File: config.mk
export PLATFORM = sky130hd
export DESIGN_NAME = mtap_frame_gen
export DESIGN_NICKNAME = d
export VERILOG_FILES = /design/src/rtl/mtap_pkg.sv /design/src/rtl/mtap_bit_select.sv /design/src/rtl/mtap_seq.sv /design/src/rtl/mtap_frame_gen.sv
export SDC_FILE = /design/constraint.sdc
export NUM_CORES = 1
export LEC_CHECK = 0
export CORE_ASPECT_RATIO = 0.5
export CORE_MARGIN = 2
export CORE_UTILIZATION = 55
export CTS_CLUSTER_SIZE = 24
export DETAILED_ROUTE_END_ITERATION = 10
export DONT_BUFFER_PORTS = 1
export PLACE_DENSITY = 0.7
export SETUP_SLACK_MARGIN = 0.5
export SYNTH_ARGS = -nofsm -noshare
export SYNTH_HDL_FRONTEND = slang
export SYNTH_SLANG_ARGS = --single-unit
File: constraint.sdc
create_clock -name clk -period 11.9 [get_ports clk]
set_clock_uncertainty 0.05 [all_clocks]
set_input_delay 3.57 -clock clk [delete_from_list [all_inputs] [get_ports clk]]
set_output_delay 3.57 -clock clk [all_outputs]
set_load 0.05 [all_outputs]
File: src/rtl/mtap_pkg.sv
package mtap_pkg;

    typedef enum logic [2:0] {
        ST_IDLE,
        ST_LEAD,
        ST_LINE,
        ST_BLANK,
        ST_TAIL
    } seq_state_t;

    localparam logic [1:0] SH_HIGH = 2'd0;
    localparam logic [1:0] SH_MID  = 2'd1;
    localparam logic [1:0] SH_SAT  = 2'd2;

endpackage

File: src/rtl/mtap_bit_select.sv
module mtap_bit_select
    import mtap_pkg::*;
#(
    parameter int IN_W  = 10,
    parameter int OUT_W = 8
) (
    input  logic             clk,
    input  logic             rst_n,
    input  logic             cap_i,
    input  logic [1:0]       shift_i,
    input  logic [IN_W-1:0]  pix_i,
    output logic [OUT_W-1:0] pix_o
);
    logic [OUT_W-1:0] win;

    always_comb begin
        unique case (shift_i)
            SH_MID:  win = pix_i[IN_W-2 -: OUT_W];
            SH_SAT:  win = (|pix_i[IN_W-1:OUT_W]) ? {OUT_W{1'b1}} : pix_i[OUT_W-1:0];
            default: win = pix_i[IN_W-1 -: OUT_W];
        endcase
    end

    always_ff @(posedge clk) begin
        if (!rst_n)     pix_o <= '0;
        else if (cap_i) pix_o <= win;
        else            pix_o <= '0;
    end

endmodule

File: src/rtl/mtap_seq.sv
module mtap_seq
    import mtap_pkg::*;
#(
    parameter int LANES    = 10,
    parameter int MAX_COLS = 1280,
    parameter int MAX_ROWS = 1024,
    parameter int BLANK_W  = 8
) (
    input  logic                                    clk,
    input  logic                                    rst_n,
    input  logic                                    start_i,
    input  logic [$clog2(MAX_COLS+1)-1:0]           col_i,
    input  logic [$clog2(MAX_COLS+1)-1:0]           width_i,
    input  logic [$clog2(MAX_ROWS+1)-1:0]           row_i,
    input  logic [$clog2(MAX_ROWS+1)-1:0]           height_i,
    input  logic [BLANK_W-1:0]                      blank_i,
    input  logic [1:0]                              shift_i,
    output logic                                    line_act_o,
    output logic [$clog2(MAX_ROWS+1)-1:0]           row_addr_o,
    output logic [$clog2(MAX_COLS/LANES+1)-1:0]     grp_addr_o,
    output logic [1:0]                              shift_o,
    output logic                                    fval_o,
    output logic                                    lval_o
);
    localparam int COL_W = $clog2(MAX_COLS+1);
    localparam int ROW_W = $clog2(MAX_ROWS+1);
    localparam int GRP_W = $clog2(MAX_COLS/LANES+1);
    localparam int CNT_W = (GRP_W+1 > BLANK_W) ? GRP_W+1 : BLANK_W;

    seq_state_t state_q, state_d;
    logic [CNT_W-1:0]   cnt_q;
    logic [GRP_W-1:0]   grp_q, col_base_q, wid_q;
    logic [ROW_W-1:0]   row_idx_q, row_base_q, hgt_q;
    logic [BLANK_W-1:0] blk_q;
    logic [1:0]         shift_q;
    logic [GRP_W-1:0]   col_grp_n, wid_grp_n;
    logic               frame_go, last_row;

    always_comb begin
        col_grp_n = GRP_W'(col_i / COL_W'(LANES));
        wid_grp_n = GRP_W'(width_i / COL_W'(LANES));
        frame_go  = start_i && (wid_grp_n != '0) && (height_i != '0);
        last_row  = (row_idx_q == hgt_q - ROW_W'(1));
    end

    always_comb begin
        state_d = state_q;
        unique case (state_q)
            ST_IDLE:  if (frame_go)    state_d = ST_LEAD;
            ST_LEAD:  if (cnt_q == '0) state_d = ST_LINE;
            ST_LINE:  if (cnt_q == '0) state_d = last_row ? ST_TAIL : ST_BLANK;
            ST_BLANK: if (cnt_q == '0) state_d = ST_LINE;
            ST_TAIL:                   state_d = ST_IDLE;
            default:                   state_d = ST_IDLE;
        endcase
    end

    // state register and frame counters
    always_ff @(posedge clk) begin
        if (!rst_n) begin
            state_q    <= ST_IDLE;
            cnt_q      <= '0;
            grp_q      <= '0;
            row_idx_q  <= '0;
            col_base_q <= '0;
            wid_q      <= '0;
            row_base_q <= '0;
            hgt_q      <= '0;
            blk_q      <= '0;
            shift_q    <= '0;
        end else begin
            state_q <= state_d;
            unique case (state_q)
                ST_IDLE: if (frame_go) begin
                    col_base_q <= col_grp_n;
                    wid_q      <= wid_grp_n;
                    row_base_q <= row_i;
                    hgt_q      <= height_i;
                    blk_q      <= (blank_i == '0) ? BLANK_W'(1) : blank_i;
                    shift_q    <= shift_i;
                    cnt_q      <= CNT_W'(col_grp_n);
                    row_idx_q  <= '0;
                end
                ST_LEAD, ST_BLANK: begin
                    if (cnt_q == '0) begin
                        cnt_q <= CNT_W'(wid_q) - CNT_W'(1);
                        grp_q <= '0;
                    end else begin
                        cnt_q <= cnt_q - CNT_W'(1);
                    end
                end
                ST_LINE: begin
                    grp_q <= grp_q + GRP_W'(1);
                    if (cnt_q == '0) begin
                        cnt_q     <= CNT_W'(blk_q) - CNT_W'(1);
                        row_idx_q <= row_idx_q + ROW_W'(1);
                    end else begin
                        cnt_q <= cnt_q - CNT_W'(1);
                    end
                end
                ST_TAIL: ;
                default: ;
            endcase
        end
    end

    // registered framing outputs
    always_ff @(posedge clk) begin
        if (!rst_n) begin
            fval_o <= 1'b0;
            lval_o <= 1'b0;
        end else begin
            fval_o <= (state_q != ST_IDLE);
            lval_o <= (state_q == ST_LINE);
        end
    end

    assign line_act_o = (state_q == ST_LINE);
    assign row_addr_o = row_base_q + row_idx_q;
    assign grp_addr_o = col_base_q + grp_q;
    assign shift_o    = shift_q;

    // run-length counter for the line-length check
    logic [GRP_W:0] run_q;
    always_ff @(posedge clk) begin
        if (!rst_n)      run_q <= '0;
        else if (lval_o) run_q <= run_q + (GRP_W+1)'(1);
        else             run_q <= '0;
    end

    AST_LVAL_INSIDE_FVAL: assert property (@(posedge clk) disable iff (!rst_n)
        lval_o |-> fval_o);
    AST_FVAL_LEADS_LVAL: assert property (@(posedge clk) disable iff (!rst_n)
        $rose(fval_o) |-> !lval_o);
    AST_FVAL_TAIL: assert property (@(posedge clk) disable iff (!rst_n)
        $fell(fval_o) |-> !$past(lval_o));
    AST_LINE_LENGTH: assert property (@(posedge clk) disable iff (!rst_n)
        $fell(lval_o) |-> (run_q == {1'b0, wid_q}));

endmodule

File: src/rtl/mtap_frame_gen.sv
module mtap_frame_gen
    import mtap_pkg::*;
#(
    parameter int LANES    = 10,
    parameter int IN_W     = 10,
    parameter int OUT_W    = 8,
    parameter int MAX_COLS = 1280,
    parameter int MAX_ROWS = 1024,
    parameter int BLANK_W  = 8
) (
    input  logic                                clk,
    input  logic                                rst_n,
    input  logic                                start_i,
    input  logic [$clog2(MAX_COLS+1)-1:0]       aoi_col_i,
    input  logic [$clog2(MAX_COLS+1)-1:0]       aoi_width_i,
    input  logic [$clog2(MAX_ROWS+1)-1:0]       aoi_row_i,
    input  logic [$clog2(MAX_ROWS+1)-1:0]       aoi_height_i,
    input  logic [BLANK_W-1:0]                  blank_i,
    input  logic [1:0]                          shift_sel_i,
    output logic                                src_req_o,
    output logic [$clog2(MAX_ROWS+1)-1:0]       src_row_o,
    output logic [$clog2(MAX_COLS/LANES+1)-1:0] src_grp_o,
    input  logic [LANES*IN_W-1:0]               src_data_i,
    output logic                                fval_o,
    output logic                                lval_o,
    output logic [LANES*OUT_W-1:0]              data_o
);
    logic [1:0] shift_q;

    mtap_seq #(
        .LANES(LANES), .MAX_COLS(MAX_COLS), .MAX_ROWS(MAX_ROWS), .BLANK_W(BLANK_W)
    ) u_seq (
        .clk       (clk),
        .rst_n     (rst_n),
        .start_i   (start_i),
        .col_i     (aoi_col_i),
        .width_i   (aoi_width_i),
        .row_i     (aoi_row_i),
        .height_i  (aoi_height_i),
        .blank_i   (blank_i),
        .shift_i   (shift_sel_i),
        .line_act_o(src_req_o),
        .row_addr_o(src_row_o),
        .grp_addr_o(src_grp_o),
        .shift_o   (shift_q),
        .fval_o    (fval_o),
        .lval_o    (lval_o)
    );

    for (genvar k = 0; k < LANES; k++) begin : g_lane
        mtap_bit_select #(.IN_W(IN_W), .OUT_W(OUT_W)) u_lane (
            .clk    (clk),
            .rst_n  (rst_n),
            .cap_i  (src_req_o),
            .shift_i(shift_q),
            .pix_i  (src_data_i[k*IN_W +: IN_W]),
            .pix_o  (data_o[k*OUT_W +: OUT_W])
        );
    end

    AST_DATA_BLANKED: assert property (@(posedge clk) disable iff (!rst_n)
        !lval_o |-> (data_o == '0));
    AST_REQ_THEN_LINE: assert property (@(posedge clk) disable iff (!rst_n)
        src_req_o |=> lval_o);

endmodule

# After elaboration in Yosys (flattened, before gate mapping)
# Cells that the tools add are included.
# W data, S select, Z words.
[totals]
input_bits = 157
reg_bits = 161
word_cells = 104
output_inout_bits = 102
[op_classes]
reduce_logical = 28
mux = 35
eq_ne = 9
add_sub_neg = 8
div = 2
[op_table]
columns = ["op", "count"]
rows = [
  ["$pmux W8 S2", 11],
  ["$mux W8", 12],
  ["$mux W9", 3],
  ["$pmux W9 S3", 1],
  ["$div A11 B4 Y11 const B", 2],
  ["$mux W11", 2],
  ["$pmux W11 S2", 1],
  ["$reduce_or A2 Y1", 11],
  ["$sub A8 B1 Y9 const B", 2],
  ["$mux W3", 4],
  ["$add A11 B1 Y11 const B", 1],
  ["$add A11 B11 Y11", 1],
  ["$eq A11 B11 Y1", 1],
  ["$reduce_bool A11 Y1", 1],
  ["$sub A11 B1 Y11 const B", 1],
  ["$logic_not A9 Y1", 1],
  ["$pmux W3 S3", 1],
  ["$sub A9 B1 Y9 const B", 1],
  ["$add A8 B1 Y8 const B", 1],
  ["$add A8 B8 Y8", 1],
  ["$logic_not A8 Y1", 1],
  ["$reduce_and A2 Y1", 4],
  ["$reduce_bool A8 Y1", 1],
  ["$eq A3 B2 Y1 const B", 2],
  ["other kinds (9)", 15],
]

# Depth between registers and ports, before layout
# Gate-level depths: netlist of the first run.
[depth]
depth_word = 6
ltp_mapped = 15
depth_no_buf = 14

# Modules after synthesis
# Synthesis of the first run repeated with hierarchy kept, for this count alone.
[unflattened]
hier_cells = 1342
hier_area_um2 = 10415.0
[by_module_without_submodules]
columns = ["module", "seq_area_each_um2", "cells_each", "area_per_inst_um2", "n_inst"]
rows = [
  ["mtap_seq", 1621.6, 832, 6511.2, 1],
  ["mtap_bit_select", 160.2, 51, 390.4, 10],
]

# Worst setup path after synthesis of the first run
# Ideal clock, no wire load.
[synth_timing]
path_type = "register to output"
from = "register u_seq.row_idx_q[0]"
to = "output src_row_o[10]"
required_ps = 8280
setup_slack_ps = 5407
t_arrival_ps = 2873
n_path_buf = 0
stages_incl_launch_ff = 15
path_cell_list = "dfxtp_1 -> ha_1 -> inv_1 -> fa_1 -> inv_1 -> a21oi_1 -> o21ai_0 -> and2_1 -> o21ai_0 -> nand2b_1 -> a21oi_1 -> o21bai_1 -> a21o_1 -> a21oi_1 -> xnor2_1"
[synth_via]
elab_chain_len = 1
[synth_rtl]
columns = ["item", "line", "rtl"]
rows = [
  ["start, declared", "mtap_seq.sv:33", "logic [ROW_W-1:0] row_idx_q, row_base_q, hgt_q;"],
  ["start signal, assigned", "mtap_seq.sv:96", "row_idx_q <= row_idx_q + ROW_W'(1);"],
  ["$add A11 B11 Y11", "mtap_seq.sv:119", "assign row_addr_o = row_base_q + row_idx_q;"],
  ["end, declared", "mtap_frame_gen.sv:21", "output logic [$clog2(MAX_ROWS+1)-1:0] src_row_o,"],
]
# Every way passes these cells.

# Worst setup path after layout of the first run
# Ends and elaborated chain as after synthesis.

==> metrics.md, run 1 <==
| Metric | Value |
|---|---|
| Pwr dens | `168 nW/um^2` |
| CTS sink cnt | `161` |
| Pin count of the biggest net entering global routing | `82` |
| First-pass GRT wire length | `44000 um` |
| Share of cells above drive strength 1 | `4.55%` |
| Cts bufs inserted | `17` |
| Number of global-route vias before repair | `8880` |
| Initial antenna violation count | `0` |
| Worst-case clock buffer depth | `2` |
| Drt total wl | `27300 um` |
| Clock Power Share | `30.0%` |
| Hold WS | `435 ps` |
| Max FO, Critical Path | `6` |
| Number of enable flip-flop cells after synthesis | `0` |
| CP arrival | `3650 ps` |
| VDD IR max | `0.103 mV` |
| Worst setup EP type | `output port` |
| Inserted Diodes | `0` |
| Worst path required time | `8280 ps` |
| Int Power | `1.07 mW` |
| Post-synthesis register bit count | `161` |
| Kind of critical path | `reg2out` |
| RSZ-0062 raised after global routing | `no` |
| DRC viols | `0` |
| Register area share after synthesis | `32.2%` |
| Later-pin clock latency in the skew report | `420 ps` |
| Core Area | `17600 um^2` |
| Switching power | `0.702 mW` |
| Share of the synthesized area in the top cell type | `32.2%` |
| Number of core rows | `34` |
| Post-CTS Setup Bufs | `0` |
| Worst hold path type | `reg2reg` |
| Crit path from | `u_seq.row_idx_q[0]$_SDFFE_PN0P_` |
| Mean Syn Cell Area | `7.19 um^2` |
| Setup TNS | `0 ps` |
| Logic gate share of total power | `31.7%` |
| Run status | `complete, no violations` |
| Synthesized area | `10000 um^2` |
| Most common cell in the netlist | `a21oi_1` |
| Port Buffers | `0` |
| Initial Util | `56.9%` |
| Final Hold Fails | `0` |
| Ys async rst share | `0%` |
| Synth area leaders | `dfxtp_1 (32%), a21oi_1 (11%), nor2_1 (7.1%)` |
| CTS tree | `yes` |
| FF-to-FF End | `u_seq.cnt_q[1]$_SDFFE_PN0P_` |
| Worst-Margin Slew | `1150 ps` |
| Final #Nets | `1513` |
| P_leak | `3.83 nW` |
| Via-to-Cell Ratio | `6.15` |
| Synthesis warning total | `0` |
| Total vias in the final route | `9693` |
| Synthesized instance count | `1393` |
| # H-tree levels | `4` |
| F_max | `0.138 GHz` |
| Worst reg2reg startpoint | `u_seq.state_q[2]$_SDFFE_PN0P_` |
| R2R depth | `6` |
| Pwr Total | `1.77 mW` |
| Die span in y | `99.4 um` |
| Fin crit period | `7270 ps` |
| Synth area leader | `dfxtp_1` |
| GRT Overall Usage | `27.7%` |
| Worst-path clk slew | `70 ps` |
| Hold buffer count at CTS | `0` |
| Top-Level Pins | `259` |
| Distinct cell type count after synthesis | `81` |
| Clock tree root driver cell | `clkbuf_16` |
| Avg WL per Cell | `17.3 um` |
| Critical path endpoint | `src_row_o[10]` |
| Synth cell count leaders | `a21oi_1 (221), nor2_1 (190), dfxtp_1 (161), nand2_1 (151), o21ai_0 (125)` |
| GP Congestion | `0.909` |
| Main synth FF type | `dfxtp_1` |
| Hold Crit Start | `u_seq.col_base_q[5]$_SDFFE_PN0P_` |
| Slew Viols, Final | `0` |
| Fin crit share | `61.1%` |
| Syn_nets | `1577` |
| Max-Cap Viols | `0` |
| Post-route ant nets | `0` |
| Reg2reg setup slack | `8520 ps` |
| Cts repair resizes | `0` |
| Sw Ratio | `39.7%` |
| Final Setup Violations | `0` |
| Iter 0 DRT Violations | `538` |
| Total gr overflow | `0` |
| Die area | `19400 um^2` |
| Fin util | `59.9%` |
| CP Launch Type | `flip-flop` |
| Layout area overhead | `5.28%` |
| Flop pwr share | `38.3%` |
| Slew headroom | `23.1%` |
| Die X | `195 um` |
| Pre-antenna DRT Iters | `5` |
| Final HPWL DP | `19300 um` |
worst min path at each step:
stage / end / depth (start not counted)
5_1_grt: u_seq.grp_q[7]$_SDFFE_PN0P_ / 1
4_1_cts: u_seq.cnt_q[8]$_SDFFE_PN0P_ / 2
6_report: u_seq.col_base_q[5]$_SDFFE_PN0P_ / 2
2_1_floorplan: u_seq.grp_q[7]$_SDFFE_PN0P_ / 1
3_5_place_dp: u_seq.cnt_q[8]$_SDFFE_PN0P_ / 2
3_3_place_gp: u_seq.row_base_q[0]$_SDFFE_PN0P_ / 2
power groups by stage:
| stage | Combinational (mW) | Sequential (mW) | Clock [mW] |
|---|---|---|---|
| final | 0.560 | 0.677 | 0.530 |
| after global routing | 0.630 | 0.683 | 0.563 |
| after CTS | 0.556 | 0.676 | 0.539 |
| after detailed placement | 0.553 | 0.688 | 0 |
| after global placement | 0.541 | 0.687 | 0 |
| after floorplan | 0.482 | 0.674 | 0 |
sequential cells by signal, indices dropped and copies added (netlist names), 3 cells and up:
name and count:
g_lane.u_lane.pix_o 80, u_seq.blk_q 8, u_seq.cnt_q 9, u_seq.col_base_q 8, u_seq.grp_q 8, u_seq.hgt_q 11
u_seq.row_base_q 11, u_seq.row_idx_q 11, u_seq.state_q 3, u_seq.wid_q 8
through the flow:
| step | cells | cell area, um^2 | setup slack (ps) |
|---|---|---|---|
| 6_report | 1575 | 10500 | 4630 |
| 5_1_grt | 1575 | 10500 | 4350 |
| 4_1_cts | 1575 | 10500 | 4620 |
| 3_5_place_dp | 1544 | 9990 | 4390 |
| 3_3_place_gp | 1544 | 9990 | 4520 |
| 2_1_floorplan | 1393 | 10000 | 5410 |
cell usage in the layout, fill, tap and decap left out, types with 8 or more instances in the layout:
| cell | count |
|---|---|
| a211oi_1 | 11 |
| a21o_1 | 8 |
| a21oi_1 | 221 |
| a31oi_1 | 14 |
| and3_1 | 8 |
| buf_4 | 8 |
| clkbuf_16 | 17 |
| dfxtp_1 | 161 |
| ha_1 | 23 |
| inv_1 | 39 |
| mux2i_1 | 24 |
| nand2_1 | 150 |
| nand2b_1 | 11 |
| nand3_1 | 25 |
| nor2_1 | 190 |
| nor2b_1 | 9 |
| nor3_1 | 40 |
| nor4_1 | 12 |
| o21ai_0 | 125 |
| o21bai_1 | 8 |
| o22ai_1 | 9 |
| or2_0 | 11 |
| xnor2_1 | 39 |
| xor2_1 | 20 |
critical path: stages, from the launching register on:
cell      delay, ps
dfxtp_1         460
ha_1            210
inv_1            50
fa_1            390
inv_1            70
a21oi_1          60
o21ai_0         220
and2_1          180
o21ai_0          80
nand2b_1        120
a21oi_1          80
o21bai_1        200
a21o_1          150
a21oi_1          70
xnor2_1         890
cell families (layout without fill, tap and decap cells):
group	count (synthesis)	after routing	synth area share, %
adders and majority gates	31	31	3.92
muxes	24	24	2.40
AOI/OAI and AO/OA	477	477	27.7
xor gates and xnor gates	59	59	5.16
and+or+nand+nor	507	507	23.0
buffers and inverters	134	82	5.62
DFF	161	161	32.2
metal layers:
metal	vias up	GRT usage, %	wire length [um]
met3	48	8.75	2020
met4	0	9.40	690
met1	4560	32.8	11400
met5	-	0	0
met2	290	48.1	13100
li1	4795	-	-
area by class of cell:
cell class / count / area (um^2)
Tap cell: 234 / 293
Multi-Input combinational cell: 1098 / 6250
Timing Repair Buffer: 8 / 60.1
Clock inverter: 14 / 135
Sequential cell: 161 / 3220
Clock buffer: 17 / 425
Fill cell: 1632 / 7070
Inverter: 43 / 161
Note: power is estimated with default switching activity, not from simulation.
==> run 2: changes to the inputs <==
- ABC_AREA: default -> 1
- clock period: 11.9 -> 7 ns (I/O delays scaled with it)
==> run 2 against run 1 <==
Against the previous run:
- cell count rose by 3.0%
- count of clock-buffer cells in the layout rose by 1
- sequential share of layout area rose by 0.62 points
- global-route usage rose by 0.090 points
- largest cell class unchanged
- first-iteration DRC count rose by 29%
- critical path depth fell by 2
- hold slack got worse by 12 ps
- register-to-register slack got worse by 4600 ps
==> metrics.md, run 2 <==
| Metric | Value |
|---|---|
| Top-Level Pins | `259 (unchanged)` |
| Layout area overhead | `6.62%` |
| Worst path required time | `4850 ps (-3430 ps)` |
| Worst reg2reg startpoint | `u_seq.cnt_q[0]$_SDFFE_PN0P_` |
| Metal2 WL | `12200 um (-7.2%)` |
| Synthesized instance count | `1429 (+2.6%)` |
| Avg WL per Cell | `16.1 um (-7.3%)` |
| Synth Area in Simple Gates | `22.0% (-0.97 points)` |
| Iter 0 DRT Violations | `693 (+29%)` |
| Slew headroom | `19.8% (-3.3 points)` |
| Fin crit period | `5690 ps` |
| Number of global-route vias before repair | `8608 (-3.1%)` |
| Synthesized area | `9700 um^2 (-3.2%)` |
| CP arrival | `3540 ps (-110 ps)` |
| Commonest cells after routing, fill and taps aside | `nand2_1 (300), a21oi_1 (181), inv_1 (178)` |
| Register area share after synthesis | `33.2% (+1.1 points)` |
| Number of enable flip-flop cells after synthesis | `0 (unchanged)` |
| Pwr dens | `381 nW/um^2 (+130%)` |
| GRT Overall Usage | `27.8% (+0.090 points)` |
| Max-Cap Viols | `0 (unchanged)` |
| First-pass GRT wire length | `42200 um (-3.9%)` |
| Die X | `192 um (-1.6%)` |
| Post-Synth XOR/XNOR Area | `5.33% (+0.17 points)` |
| DRC viols | `0 (unchanged)` |
| Number of core rows | `34 (unchanged)` |
| Commonest non-fill, non-tap cell in the layout | `nand2_1` |
| Register area | `3220 um^2 (unchanged)` |
| Ys async rst share | `0% (unchanged)` |
| Total gr overflow | `0 (unchanged)` |
| Crit path from | `u_seq.row_idx_q[0]$_SDFFE_PN0P_` |
| Clock tree root driver cell | `clkbuf_16` |
| Worst hold path type | `reg2reg` |
| CTS tree | `yes` |
| Largest family of logic cells by synthesized area | `compound AO/OA/AOI/OAI gates` |
| Final Hold Fails | `0 (unchanged)` |
| Kind of critical path | `reg2out` |
| Reg2reg setup slack | `3920 ps (-4600 ps)` |
| Max Used Layer | `met4` |
| R2R depth | `12 (+6)` |
| WL met1 | `10800 um (-5.3%)` |
| # H-tree levels | `4 (unchanged)` |
| Hold buffer count at CTS | `0 (unchanged)` |
| Worst setup EP type | `output port` |
| Pin count of the biggest net entering global routing | `82 (unchanged)` |
| Max FO, Critical Path | `7 (+1)` |
| Area taken by multi-input logic gates | `5420 um^2 (-13%)` |
| Top reg by flops | `g_lane.u_lane.pix_o` |
| Initial antenna violation count | `0 (unchanged)` |
| P_leak | `4.94 nW (+29%)` |
| Mean Syn Cell Area | `6.78 um^2 (-5.6%)` |
| Fin util | `59.7% (-0.18 points)` |
| Later-pin clock latency in the skew report | `440 ps (+20 ps)` |
| Synth cell count leaders | `nand2_1 (300), a21oi_1 (181), inv_1 (178), dfxtp_1 (161), o21ai_0 (100)` |
| FF-to-FF End | `u_seq.row_idx_q[4]$_SDFFE_PN0P_` |
| Pre-antenna DRT Iters | `5 (unchanged)` |
| Synth area leaders | `dfxtp_1 (33%), nand2_1 (12%), a21oi_1 (9.3%)` |
| Main synth FF type | `dfxtp_1` |
| Final #Nets | `1560 (+3.1%)` |
| Inserted Diodes | `0 (unchanged)` |
| RSZ-0062 raised after global routing | `no` |
| Die span in y | `97.9 um (-1.6%)` |
| Flip-flop count of the largest register after layout | `80 (unchanged)` |
| Synthesized-area fraction occupied by adder cells | `3.64% (-0.28 points)` |
| Run status | `complete, no violations` |
| Critical path endpoint | `src_row_o[10]` |
| Cts repair resizes | `0 (unchanged)` |
| Filler cells | `1637 (+0.31%)` |
| GP Congestion | `0.928 (+2.0%)` |
| Drt total wl | `26100 um (-4.4%)` |
| Share of the synthesized area in the top cell type | `33.2% (+1.1 points)` |
| Port Buffers | `0 (unchanged)` |
| Initial Util | `56.0% (-0.88 points)` |
| Distinct cell type count after synthesis | `47 (-42%)` |
| Worst-case clock buffer depth | `2 (unchanged)` |
| Worst-path clk slew | `70 ps (about the same)` |
| Fin crit share | `81.3%` |
| Total vias in the final route | `9276 (-4.3%)` |
| Post-synthesis register bit count | `161 (unchanged)` |
| Syn_nets | `1613 (+2.3%)` |
| Via-to-Cell Ratio | `5.72 (-7.1%)` |
| Final HPWL DP | `18300 um (-5.2%)` |
| F_max | `0.176 GHz` |
| Core Area | `17300 um^2 (-1.7%)` |
| Post-CTS Setup Bufs | `0 (unchanged)` |
| Final Setup Violations | `0 (unchanged)` |
| Setup TNS | `0 ps (unchanged)` |
| Synth area leader | `dfxtp_1` |
| Synth Area in Compound Gates | `24.6% (-3.1 points)` |
| Synthesis warning total | `0 (unchanged)` |
| Slew Viols, Final | `0 (unchanged)` |
| Mux contribution to synthesized area | `0.103% (-2.3 points)` |
| Cts bufs inserted | `17 (unchanged)` |
| Die area | `18800 um^2 (-3.1%)` |
| Most common cell in the netlist | `nand2_1` |
| Metal3 WL | `2410 um (+19%)` |
| Post-route ant nets | `0 (unchanged)` |
| VDD IR max | `0.241 mV (+130%)` |
| Share of cells above drive strength 1 | `6.91% (+2.4 points)` |
| CTS sink cnt | `161 (unchanged)` |
| Worst-Margin Slew | `1200 ps (+57.1 ps)` |
| CP Launch Type | `flip-flop` |
[run 2: power by group]
| part | switching [mW] | internal [mW] | total [mW] |
|---|---|---|---|
| Sequential | 0.251 | 1.06 | 1.31 |
| Combinational | 1.13 | 0.506 | 1.63 |
| Clock | 0.418 | 0.574 | 0.992 |
[run 2: worst min path at each step]
| stage | slack, ps | endpoint | from | depth (start not counted) |
|---|---|---|---|---|
| after floorplan | 400 | u_seq.col_base_q[0]$_SDFFE_PN0P_ | u_seq.col_base_q[0]$_SDFFE_PN0P_ | 2 |
| after global routing | 450 | u_seq.row_base_q[0]$_SDFFE_PN0P_ | u_seq.row_base_q[0]$_SDFFE_PN0P_ | 2 |
| after global placement | 410 | u_seq.row_base_q[4]$_SDFFE_PN0P_ | u_seq.row_base_q[4]$_SDFFE_PN0P_ | 2 |
| final | 420 | u_seq.row_base_q[7]$_SDFFE_PN0P_ | u_seq.row_base_q[7]$_SDFFE_PN0P_ | 2 |
| after CTS | 420 | u_seq.row_base_q[8]$_SDFFE_PN0P_ | u_seq.row_base_q[8]$_SDFFE_PN0P_ | 2 |
| after detailed placement | 410 | u_seq.row_base_q[7]$_SDFFE_PN0P_ | u_seq.row_base_q[7]$_SDFFE_PN0P_ | 2 |
[run 2: logic make-up after synthesis]
logic type,after synthesis
AND/OR/NAND/NOR,493
AO/OA/AOI/OAI,418
buffers and inverters,270
flip-flops,161
XOR/XNOR,59
adder cells (fa/ha/maj),27
multiplexers,1
[run 2: cell type report]
class,instances,share of cell area [%]
inverters,191,6.94
clock buffers,18,4.15
multi-input cells,998,52.4
repair buffers,7,0.629
clock inverters,14,1.89
flip-flops and latches,161,31.2
well taps,234,2.83
[run 2: worst max-delay path, stage by stage, from the launching register on]
cell	delay, ps
dfxtp_1	480
ha_1	230
inv_1	50
fa_1	400
o21ai_0	320
a21oi_1	130
o21bai_1	230
nand2_1	70
nand2_1	70
a21oi_1	80
o21ai_0	160
a21oi_1	100
xor2_1	800
[run 2: through the flow]
| stage | power, mW | hold WS, ps | instances | setup WS (ps) | instance area [um^2] |
|---|---|---|---|---|---|
| after CTS | 3.94 | 425 | 1623 | 1310 | 10300 |
| after detailed placement | 2.94 | 414 | 1591 | 965 | 9710 |
| after floorplan | 2.66 | 398 | 1429 | 2020 | 9700 |
| final | 3.93 | 423 | 1623 | 1310 | 10300 |
| after global routing | 4.23 | 453 | 1623 | 781 | 10300 |
| after global placement | 2.90 | 408 | 1591 | 1090 | 9710 |
[run 2: metal layers]
| layer | up-vias | GRT usage [%] |
|---|---|---|
| li1 | 4639 | - |
| met1 | 4281 | 33.0 |
| met2 | 309 | 47.0 |
| met3 | 47 | 9.56 |
| met4 | 0 | 9.53 |
| met5 | - | 0 |
==> run 3: changes to the inputs <==
- ABC_AREA: 1 -> 0
- clock period: 7 -> 5.78 ns (I/O delays scaled with it)
==> run 3 against run 2 <==
Against the previous run:
- register-to-register slack got worse by 1500 ps
- highest routed layer is now met5
- sequential share of layout area fell by 0.74 points
- global-route usage fell by 0.11 points
- count of clock-buffer cells in the layout did not move
==> metrics.md, run 3 (synthesized netlist as in run 1, its figures left out) <==
| Metric | Value |
|---|---|
| Run status | `complete, no violations` |
| Top-Level Pins | `259 (unchanged)` |
| Layout area overhead | `5.71%` |
| Pwr dens | `345 nW/um^2 (-9.4%)` |
| Worst-case clock buffer depth | `2 (unchanged)` |
| Worst setup EP type | `output port` |
| CP most frequent cell | `a21oi_1` |
| Max FO, Critical Path | `6 (-1)` |
| Met3 Use GR | `8.34% (-1.2 points)` |
| Inserted Diodes | `0 (unchanged)` |
| Pin count of the biggest net entering global routing | `81 (-1.2%)` |
| Total gr overflow | `0 (unchanged)` |
| Reg2reg setup slack | `2440 ps (-1480 ps)` |
| Number of core rows | `34 (unchanged)` |
| Kind of critical path | `reg2out` |
| Register area | `3220 um^2 (unchanged)` |
| F_max | `0.199 GHz` |
| # H-tree levels | `4 (unchanged)` |
| Commonest non-fill, non-tap cell in the layout | `a21oi_1` |
| Dpl cells | `1549 (-2.6%)` |
| CP arrival | `3240 ps (-300 ps)` |
| GRT Max-Usage Layer | `met2` |
| Die area | `19400 um^2 (+3.2%)` |
| VDD IR max | `0.231 mV (-4.2%)` |
| Setup TNS | `0 ps (unchanged)` |
| Commonest cells after routing, fill and taps aside | `a21oi_1 (221), nor2_1 (190), dfxtp_1 (161)` |
| GRT Overall Usage | `27.7% (-0.11 points)` |
| Final HPWL DP | `19400 um (+6.2%)` |
| CP Cell Sequence | `ha_1 -> inv_1 -> fa_1 -> inv_1 -> a21oi_1 -> o21ai_0 -> and2_1 -> o21ai_0 -> nand2b_1 -> a21oi_1 -> o21bai_1 -> a21o_1 -> a21oi_1 -> xnor2_1 -> buf_4` |
| Worst-Margin Slew | `1130 ps (-77.1 ps)` |
| Worst hold path type | `reg2reg` |
| Initial Util | `56.9% (+0.88 points)` |
| Initial antenna violation count | `1 (+1)` |
| Critical-path top delay cell | `dfxtp_1` |
| Die X | `195 um (+1.6%)` |
| Port Buffers | `0 (unchanged)` |
| Cts repair resizes | `0 (unchanged)` |
| Avg WL per Cell | `17.2 um (+7.3%)` |
| Die span in y | `99.4 um (+1.6%)` |
| CP Launch Type | `flip-flop` |
| Fin crit period | `5020 ps` |
| Flip-flop count of the largest register after layout | `80 (unchanged)` |
| Worst path required time | `4000 ps (-850 ps)` |
| CTS tree | `yes` |
| Share of cells above drive strength 1 | `4.90% (-2.0 points)` |
| Cts bufs inserted | `17 (unchanged)` |
| Final #Nets | `1518 (-2.7%)` |
| Final std cells w/o fill | `1581 (-2.6%)` |
| Final Hold Fails | `0 (unchanged)` |
| Pwr Total | `3.65 mW (-7.2%)` |
| Later-pin clock latency in the skew report | `430 ps (about the same)` |
| Post-route ant nets | `0 (unchanged)` |
| Slew headroom | `24.4% (+4.6 points)` |
| Iter 0 DRT Violations | `603 (-13%)` |
| Pre-antenna DRT Iters | `5 (unchanged)` |
| RSZ-0062 raised after global routing | `no` |
| Hold buffer count at CTS | `0 (unchanged)` |
| Top reg by flops | `g_lane.u_lane.pix_o` |
| Number of global-route vias before repair | `8806 (+2.3%)` |
| Filler cells | `1672 (+2.1%)` |
| Max-Cap Viols | `0 (unchanged)` |
| Met2 usage | `48.0% (+1.0 points)` |
| First-pass GRT wire length | `43800 um (+3.6%)` |
| Critical path's largest stage delay | `470 ps (-330 ps)` |
| Total vias in the final route | `9579 (+3.3%)` |
| Area taken by multi-input logic gates | `6250 um^2 (+15%)` |
| Fin crit share | `86.8%` |
| Drt total wl | `27300 um (+4.5%)` |
| CTS sink cnt | `161 (unchanged)` |
| Via-to-Cell Ratio | `6.06 (+6.0%)` |
| Core Area | `17600 um^2 (+1.7%)` |
| Final WS setup | `761 ps (-547 ps)` |
| Final Setup Violations | `0 (unchanged)` |
| Clock tree root driver cell | `clkbuf_16` |
| Post-CTS Setup Bufs | `0 (unchanged)` |
| DP Worst Slack | `651 ps (-315 ps)` |
| Fin util | `60.1% (+0.42 points)` |
| GP Congestion | `0.912 (-1.8%)` |
| Slew Viols, Final | `0 (unchanged)` |
| Worst-path clk slew | `70 ps (about the same)` |
| DRC viols | `0 (unchanged)` |
| P_leak | `3.87 nW (-22%)` |
| Met1 GRT Util | `32.7% (-0.31 points)` |
## run 3: changes by cell type in the layout (fill, tap and decap cells not counted), moves of 12 or more
| cell | delta |
|---|---|
| inv_1 | -139 |
| or2_2 | -12 |
| nor3_1 | +27 |
| o211ai_1 | -73 |
| xor2_1 | -27 |
| nand2_2 | -16 |
| o21ai_1 | -20 |
| xnor2_1 | +27 |
| nand2_1 | -150 |
| nand3_1 | -46 |
| mux2i_1 | +23 |
| o21ai_0 | +25 |
| nor2_1 | +139 |
| a21oi_1 | +40 |
## run 3: final timing paths
path,from,to,cells after the start
setup / recovery,u_seq.row_idx_q[0]$_SDFFE_PN0P_,src_row_o[10],15
hold / removal,u_seq.grp_q[7]$_SDFFE_PN0P_,u_seq.grp_q[7]$_SDFFE_PN0P_,1
setup reg to reg,u_seq.state_q[2]$_SDFFE_PN0P_,g_lane[4].u_lane.pix_o[7]$_SDFF_PN0_,6
hold reg to reg,u_seq.grp_q[7]$_SDFFE_PN0P_,u_seq.grp_q[7]$_SDFFE_PN0P_,1
## run 3: report_power, final
part | leakage (nW) | internal, mW | switching, mW
registers | 1.31 | 1.21 | 0.183
clock network | 0.282 | 0.575 | 0.518
logic | 2.28 | 0.421 | 0.744
## run 3: final cells by class
class / count / area share, %
Sequential cell: 161 / 30.4
Timing Repair Buffer: 13 / 0.922
Inverter: 43 / 1.52
Clock buffer: 18 / 4.05
Tap cell: 234 / 2.76
Multi-Input combinational cell: 1098 / 59.0
Clock inverter: 14 / 1.29
## run 3: per-stage QoR
step / hold WS [ps] / cell area, um^2
global placement: 415 / 10000
global route: 455 / 10600
floorplan: 398 / 10000
detailed placement: 426 / 10000
finish: 433 / 10600
CTS: 437 / 10600
## run 3: layer usage
layer	up-vias	share of wire, %
met2	305	48
met1	4399	42
met4	2	2.6
met5	-	0.048
met3	58	8.2
li1	4815	-
## run 3: worst max-delay path, delay by kind of cell, from the launching register on
kind            cells  cell delay, ps
compound gates      7             890
xor+xnor            1             190
fa+ha+maj           2             620
buf+inv             3             350
flops               1             470
simple gates        2             300
